$ cat config.mk
export PLATFORM = sky130hd
export DESIGN_NAME = exc_ctrl_unit
export DESIGN_NICKNAME = d
export VERILOG_FILES = /design/src/rtl/exc_pkg.sv /design/src/rtl/exc_timer.sv /design/src/rtl/exc_decide.sv /design/src/rtl/exc_ctrl_unit.sv
export SDC_FILE = /design/constraint.sdc
export NUM_CORES = 1
export LEC_CHECK = 0
export CAP_MARGIN = 20
export CORE_MARGIN = 2
export CORE_UTILIZATION = 46
export DETAILED_ROUTE_END_ITERATION = 16
export PLACE_DENSITY = 0.77
export SYNTH_ARGS = -nofsm -noshare
export SYNTH_HDL_FRONTEND = slang
export SYNTH_SLANG_ARGS = --single-unit
$ cat constraint.sdc
create_clock -name clk -period 7.5 [get_ports clk]
set_input_delay 2.25 -clock clk [delete_from_list [all_inputs] [get_ports clk]]
set_output_delay 2.25 -clock clk [all_outputs]
set_load 0.05 [all_outputs]
$ cat src/rtl/exc_pkg.sv
package exc_pkg;

    localparam int XLEN     = 32;
    localparam int RADDR_W  = 5;
    localparam int NUM_HW   = 6;
    localparam int NUM_SW   = 2;
    localparam int NUM_LVL  = NUM_HW + NUM_SW;
    localparam int CODE_W   = 5;

    localparam logic [RADDR_W-1:0] REG_BADV  = 5'd8;
    localparam logic [RADDR_W-1:0] REG_COUNT = 5'd9;
    localparam logic [RADDR_W-1:0] REG_CMP   = 5'd11;
    localparam logic [RADDR_W-1:0] REG_STAT  = 5'd12;
    localparam logic [RADDR_W-1:0] REG_CAUSE = 5'd13;
    localparam logic [RADDR_W-1:0] REG_EPC   = 5'd14;

    localparam logic [XLEN-1:0]   HANDLER_VEC = 32'h8000_0180;
    localparam logic [CODE_W-1:0] CODE_HWINT  = '0;

    typedef struct packed {
        logic [NUM_LVL-1:0] mask;
        logic               umode;
        logic               exl;
        logic               ie;
    } status_t;

    typedef struct packed {
        logic [NUM_SW-1:0] sw_pend;
        logic [CODE_W-1:0] code;
    } cause_sw_t;

    function automatic logic [XLEN-1:0] status_word(input status_t s);
        logic [XLEN-1:0] w;
        w        = '0;
        w[15:8]  = s.mask;
        w[4]     = s.umode;
        w[1]     = s.exl;
        w[0]     = s.ie;
        return w;
    endfunction

    function automatic status_t status_from(input logic [XLEN-1:0] w);
        status_t s;
        s.mask  = w[15:8];
        s.umode = w[4];
        s.exl   = w[1];
        s.ie    = w[0];
        return s;
    endfunction

    function automatic logic [XLEN-1:0] cause_word(input logic [NUM_LVL-1:0] pend,
                                                   input logic [CODE_W-1:0] code);
        logic [XLEN-1:0] w;
        w       = '0;
        w[15:8] = pend;
        w[6:2]  = code;
        return w;
    endfunction

endpackage

$ cat src/rtl/exc_timer.sv
module exc_timer
    import exc_pkg::*;
#(
    parameter int TICK_CYCLES = 4
) (
    input  logic            clk,
    input  logic            rst,
    input  logic            cnt_we,
    input  logic            cmp_we,
    input  logic [XLEN-1:0] wdata,
    output logic [XLEN-1:0] count,
    output logic [XLEN-1:0] compare,
    output logic            timer_pend
);
    localparam int PRE_W = (TICK_CYCLES > 1) ? $clog2(TICK_CYCLES) : 1;
    localparam logic [PRE_W-1:0] PRE_LAST = PRE_W'(TICK_CYCLES - 1);

    logic [PRE_W-1:0] pre_q;
    logic             tick;
    logic [XLEN-1:0]  count_nxt;

    assign tick      = (pre_q == PRE_LAST);
    assign count_nxt = count + 32'd1;

    always_ff @(posedge clk) begin
        if (rst) begin
            pre_q <= '0;
            count <= '0;
        end else if (cnt_we) begin
            pre_q <= '0;
            count <= wdata;
        end else if (tick) begin
            pre_q <= '0;
            count <= count_nxt;
        end else begin
            pre_q <= pre_q + 1'b1;
        end
    end

    always_ff @(posedge clk) begin
        if (rst) begin
            compare    <= '0;
            timer_pend <= 1'b0;
        end else begin
            if (cmp_we) begin
                compare    <= wdata;
                timer_pend <= 1'b0;
            end else if (tick && !cnt_we && (count_nxt == compare)) begin
                timer_pend <= 1'b1;
            end
        end
    end

endmodule

$ cat src/rtl/exc_decide.sv
module exc_decide
    import exc_pkg::*;
(
    input  logic [NUM_LVL-1:0] pend,
    input  status_t            stat,
    input  logic               eret_req,
    input  logic [XLEN-1:0]    epc,
    output logic               take,
    output logic               redirect_valid,
    output logic [XLEN-1:0]    redirect_pc
);
    logic [NUM_LVL-1:0] live;

    always_comb begin
        live           = pend & stat.mask;
        take           = stat.ie && !stat.exl && (|live) && !eret_req;
        redirect_valid = take || eret_req;
        if (eret_req)  redirect_pc = epc;
        else if (take) redirect_pc = HANDLER_VEC;
        else           redirect_pc = '0;
    end

endmodule

$ cat src/rtl/exc_ctrl_unit.sv
module exc_ctrl_unit
    import exc_pkg::*;
#(
    parameter int TICK_CYCLES = 4
) (
    input  logic                  clk,
    input  logic                  rst,
    input  logic [NUM_HW-1:0]     hw_irq,
    input  logic [XLEN-1:0]       cur_pc,
    input  logic                  eret_req,
    input  logic                  wr_en,
    input  logic [RADDR_W-1:0]    wr_addr,
    input  logic [XLEN-1:0]       wr_data,
    input  logic [RADDR_W-1:0]    rd_addr,
    output logic [XLEN-1:0]       rd_data,
    output logic                  take_irq,
    output logic                  redirect_valid,
    output logic [XLEN-1:0]       redirect_pc
);
    status_t             status_q;
    cause_sw_t           cause_q;
    logic [NUM_HW-1:0]   hw_q;
    logic [XLEN-1:0]     epc_q;
    logic [XLEN-1:0]     badv_q;
    logic [XLEN-1:0]     count_w;
    logic [XLEN-1:0]     cmp_w;
    logic                timer_pend;
    logic                cnt_we;
    logic                cmp_we;
    logic [NUM_LVL-1:0]  pend;
    logic                exl_now;

    assign cnt_we  = wr_en && (wr_addr == REG_COUNT);
    assign cmp_we  = wr_en && (wr_addr == REG_CMP);
    assign exl_now = status_q.exl;

    // Level 5 of the external group also carries the timer.
    always_comb begin
        pend = {hw_q, cause_q.sw_pend};
        pend[NUM_LVL-1] = hw_q[NUM_HW-1] | timer_pend;
    end

    exc_timer #(.TICK_CYCLES(TICK_CYCLES)) u_timer (
        .clk        (clk),
        .rst        (rst),
        .cnt_we     (cnt_we),
        .cmp_we     (cmp_we),
        .wdata      (wr_data),
        .count      (count_w),
        .compare    (cmp_w),
        .timer_pend (timer_pend)
    );

    exc_decide u_decide (
        .pend           (pend),
        .stat           (status_q),
        .eret_req       (eret_req),
        .epc            (epc_q),
        .take           (take_irq),
        .redirect_valid (redirect_valid),
        .redirect_pc    (redirect_pc)
    );

    always_ff @(posedge clk) begin
        if (rst) begin
            status_q <= '0;
            cause_q  <= '0;
            hw_q     <= '0;
            epc_q    <= '0;
            badv_q   <= '0;
        end else begin
            hw_q <= hw_irq;
            if (wr_en) begin
                case (wr_addr)
                    REG_STAT:  status_q <= status_from(wr_data);
                    REG_CAUSE: begin
                        cause_q.sw_pend <= wr_data[9:8];
                        cause_q.code    <= wr_data[6:2];
                    end
                    REG_EPC:   epc_q  <= wr_data;
                    REG_BADV:  badv_q <= wr_data;
                    default:   ;
                endcase
            end
            if (take_irq) begin
                epc_q        <= cur_pc;
                status_q.exl <= 1'b1;
                cause_q.code <= CODE_HWINT;
            end
            if (eret_req) begin
                status_q.exl <= 1'b0;
            end
        end
    end

    always_comb begin
        case (rd_addr)
            REG_BADV:  rd_data = badv_q;
            REG_COUNT: rd_data = count_w;
            REG_CMP:   rd_data = cmp_w;
            REG_STAT:  rd_data = status_word(status_q);
            REG_CAUSE: rd_data = cause_word(pend, cause_q.code);
            REG_EPC:   rd_data = epc_q;
            default:   rd_data = '0;
        endcase
    end

endmodule

==> impl_metrics.ini <==
[floorplanning]
floorplan.core_area_um2 = 18000
die-area_um2 = 19400
floorplan.initialDensity_pct = 46.8
design.portCount = 150
die_h_um = 139
placementRows = 49
die-width_um = 139

[place]
placement.io_buffers = 149
hpwlAfterDp_um = 16100
gpl.final_weighted_congestion = 0.823

[pwr]
seq_power_share_pct = 43.0
total_leakage_power_uw = 0.00382
power.density_cell_area_nw_per_um2 = 183
comb_power_share_pct = 6.8
power.ir.vdd_worst_mv = 0.150
p_sw_uw = 434
power_report.internal_total_uw = 1530
power_frac_clock_pct = 50.3
switching_share_pct = 22.1

[global_routing]
grt_pass1_vias = 7723
wire_length_of_the_first_global_routing_pass_um = 40000
total_gr_overflow = 0
grt_max_degree = 84
grt_antenna_before_repair = 0
global_route_usage_over_all_layers_pct = 25.0

[synthesis]
ffs_latches_synth = 155
synthesis.area_um2 = 8400
synth_edf_count = 0
synth.cells.most_frequent = sky130_fd_sc_hd__nand2_1 (182), sky130_fd_sc_hd__dfxtp_1 (155), sky130_fd_sc_hd__nor2_1 (97)
synthFlopType = sky130_fd_sc_hd__dfxtp_1
synth_area_leaders = sky130_fd_sc_hd__dfxtp_1 (37%), sky130_fd_sc_hd__nand2_1 (8.1%), sky130_fd_sc_hd__mux2i_1 (6.3%)
postSynth.asyncResetShare_pct = 0
synth_top_area_cell = sky130_fd_sc_hd__dfxtp_1
yosysSeqAreaShare_pct = 36.9
synth-warning-count = 0
post_synth.cell_area_avg_um2 = 7.98
yosys.cell_count.top_type = sky130_fd_sc_hd__nand2_1
yosysTopAreaCellShare_pct = 36.9
synthesized_net_count = 1138
syn_inst_count = 1052
synth_cell_types = 64

[critical_path]
worst_path_maximum_fanout = 17
r2r-start = u_timer.count[3]
register_to_register_setup_slack_ns = 4.31
critical_path_class = input port to primary output
ff2ff_path_depth = 7
setup.worst_path.end_class = primary output
worst-endpoint-required_ns = 5.25
arrival_time_of_data_at_the_critical_path_endpoint_ns = 4.33
regToRegEndpoint = u_timer.timer_pend
worstSetupStartpointType = input port

[clocking]
cts-hold-fix-buffers = 0
cts_tree = yes
clock_path_buffers = 2
tritoncts.num_buffers = 17
cts.clk_slew.worst_paths_ns = 0.06
count_of_instances_resized_after_the_clock_tree_is_built = 0
postCtsSetupRepairBufs = 0
cts_root_buf = sky130_fd_sc_hd__clkbuf_16
cts.htree.levels = 4
numClockSinks = 155
clk_latency_ns = 0.43

[layout]
final_nets = 1229
antenna-diode-count = 0
final.fill_count = 1579
area_growth_pct = 28.3
drive_gt1_share_pct = 9.26

[sta]
slew_viol_final = 0
hold_ws_ns = 0.439
fin_skew_ns = 0.00800
setup_viol = 0
period_needed_ns = 6.58
final-hold-violation-count = 0
slew-limit-headroom_pct = 36.4
setup_repair_after_global_routing_missed_its_margin = false
worst_slew_pin_tran_ns = 0.941
fin_tns_setup_ns = 0
final_min_period_over_clock_period_pct = 87.7
clock.fmax_mhz = 152

[drt]
drt-wirelength-per-cell_um = 17.6
routed_wirelength_um = 24400
via_per_inst = 5.78
drc = 0
ant_nets = 0
drt_pre_antenna_iters = 8
detail_route.iter0.violations = 657
vias = 8008

[hold_path]
hold-path-endpoint = u_timer.pre_q[0]
min_path_cells = 1
worstHoldStart = u_timer.pre_q[0]
hold_path_class = flip-flop to flip-flop

[status]
outcome = finished clean

[run]
cap_viol_max_count = 0
==> how the worst max path moves through the flow <==
stage	start	endpoint	slack, ns	depth (start not counted)
after floorplan	rd_addr[2]	rd_data[10]	1.35	5
after global placement	rd_addr[3]	rd_data[6]	1.00	7
after detailed placement	rd_addr[3]	rd_data[2]	0.96	7
after CTS	rd_addr[3]	rd_data[2]	0.95	7
after global routing	rd_addr[3]	rd_data[6]	0.86	7
final	rd_addr[3]	rd_data[6]	0.92	7
==> area by class of cell <==
cell class | instances | area (um2) | share of cell area (%)
clock buffers | 19 | 443 | 4.11
clock inverters | 13 | 238 | 2.21
inverters | 3 | 11.3 | 0.105
multi-input cells | 799 | 4890 | 45.4
flip-flops and latches | 155 | 3100 | 28.8
well taps | 229 | 287 | 2.66
repair buffers | 167 | 1800 | 16.7
==> per-stage QoR <==
stage	instances	cell area (um2)	setup slack, ns	util (%)	power [uW]
final	1385	10800	0.922	60.0	1970
after global placement	1353	10100	1.00	56.2	994
after global routing	1385	10800	0.860	60.0	2020
after floorplan	1052	8400	1.35	-	919
after CTS	1385	10800	0.955	60.0	1980
after detailed placement	1353	10100	0.964	56.2	995
==> power by group through the flow <==
stage	Combinational (uW)	Clock [uW]	Sequential, uW
2_1_floorplan	62.3	0	857
3_3_place_gp	131	0	863
3_5_place_dp	132	0	863
4_1_cts	133	999	845
5_1_grt	144	1030	846
6_report	133	990	845
==> layout by cell type (no fill, tap or decap), types with 6 or more instances in the layout <==
cell type,n
sky130_fd_sc_hd__nor3_1,9
sky130_fd_sc_hd__nand3_1,26
sky130_fd_sc_hd__a21oi_1,70
sky130_fd_sc_hd__clkdlybuf4s50_1,112
sky130_fd_sc_hd__bufinv_16,6
sky130_fd_sc_hd__clkbuf_16,17
sky130_fd_sc_hd__buf_4,34
sky130_fd_sc_hd__a211oi_1,62
sky130_fd_sc_hd__a22oi_1,66
sky130_fd_sc_hd__xnor2_1,33
sky130_fd_sc_hd__nand4_1,20
sky130_fd_sc_hd__o21ai_0,10
sky130_fd_sc_hd__or3_1,7
sky130_fd_sc_hd__nand2_1,182
sky130_fd_sc_hd__and2_1,32
sky130_fd_sc_hd__and3_1,6
sky130_fd_sc_hd__mux2i_1,53
sky130_fd_sc_hd__buf_12,21
sky130_fd_sc_hd__nor2_1,95
sky130_fd_sc_hd__dfxtp_1,155
sky130_fd_sc_hd__xor2_1,37
sky130_fd_sc_hd__a222oi_1,7
sky130_fd_sc_hd__nor2b_1,9
==> per-layer routing <==
layer | track usage [%] | vias up | wire length [um]
li1 | - | 3909 | -
met4 | 7.18 | 0 | 345
met1 | 34.7 | 3745 | 11100
met2 | 39.2 | 318 | 11300
met3 | 5.46 | 36 | 1630
met5 | 0 | - | 0
==> cell families after synthesis <==
kind of cell | count (synthesis) | synth area share, %
multiplexers | 53 | 6.32
XOR/XNOR | 70 | 7.30
AO/OA/AOI/OAI | 244 | 19.9
buffers and inverters | 98 | 5.07
AND/OR/NAND/NOR | 430 | 24.2
flip-flops | 155 | 36.9
adder cells (fa/ha/maj) | 2 | 0.298
==> worst max-delay path, cell delays in order <==
cell	delay, ns
sky130_fd_sc_hd__clkdlybuf4s50_1	0.47
sky130_fd_sc_hd__or3b_2	0.51
sky130_fd_sc_hd__nor2_2	0.31
sky130_fd_sc_hd__buf_4	0.32
sky130_fd_sc_hd__a22oi_1	0.13
sky130_fd_sc_hd__nand2_1	0.12
sky130_fd_sc_hd__buf_4	0.20
==> flip-flops by register name, summed over array words and instances (netlist names) <==
signal and count:
u_timer.pre_q 2, exl_now 1, status_q 10, u_timer.timer_pend 1, badv_q 32, u_timer.compare 32
hw_q 6, epc_q 32, cause_q 7, u_timer.count 32
Note: power is estimated with default switching activity, not from simulation.
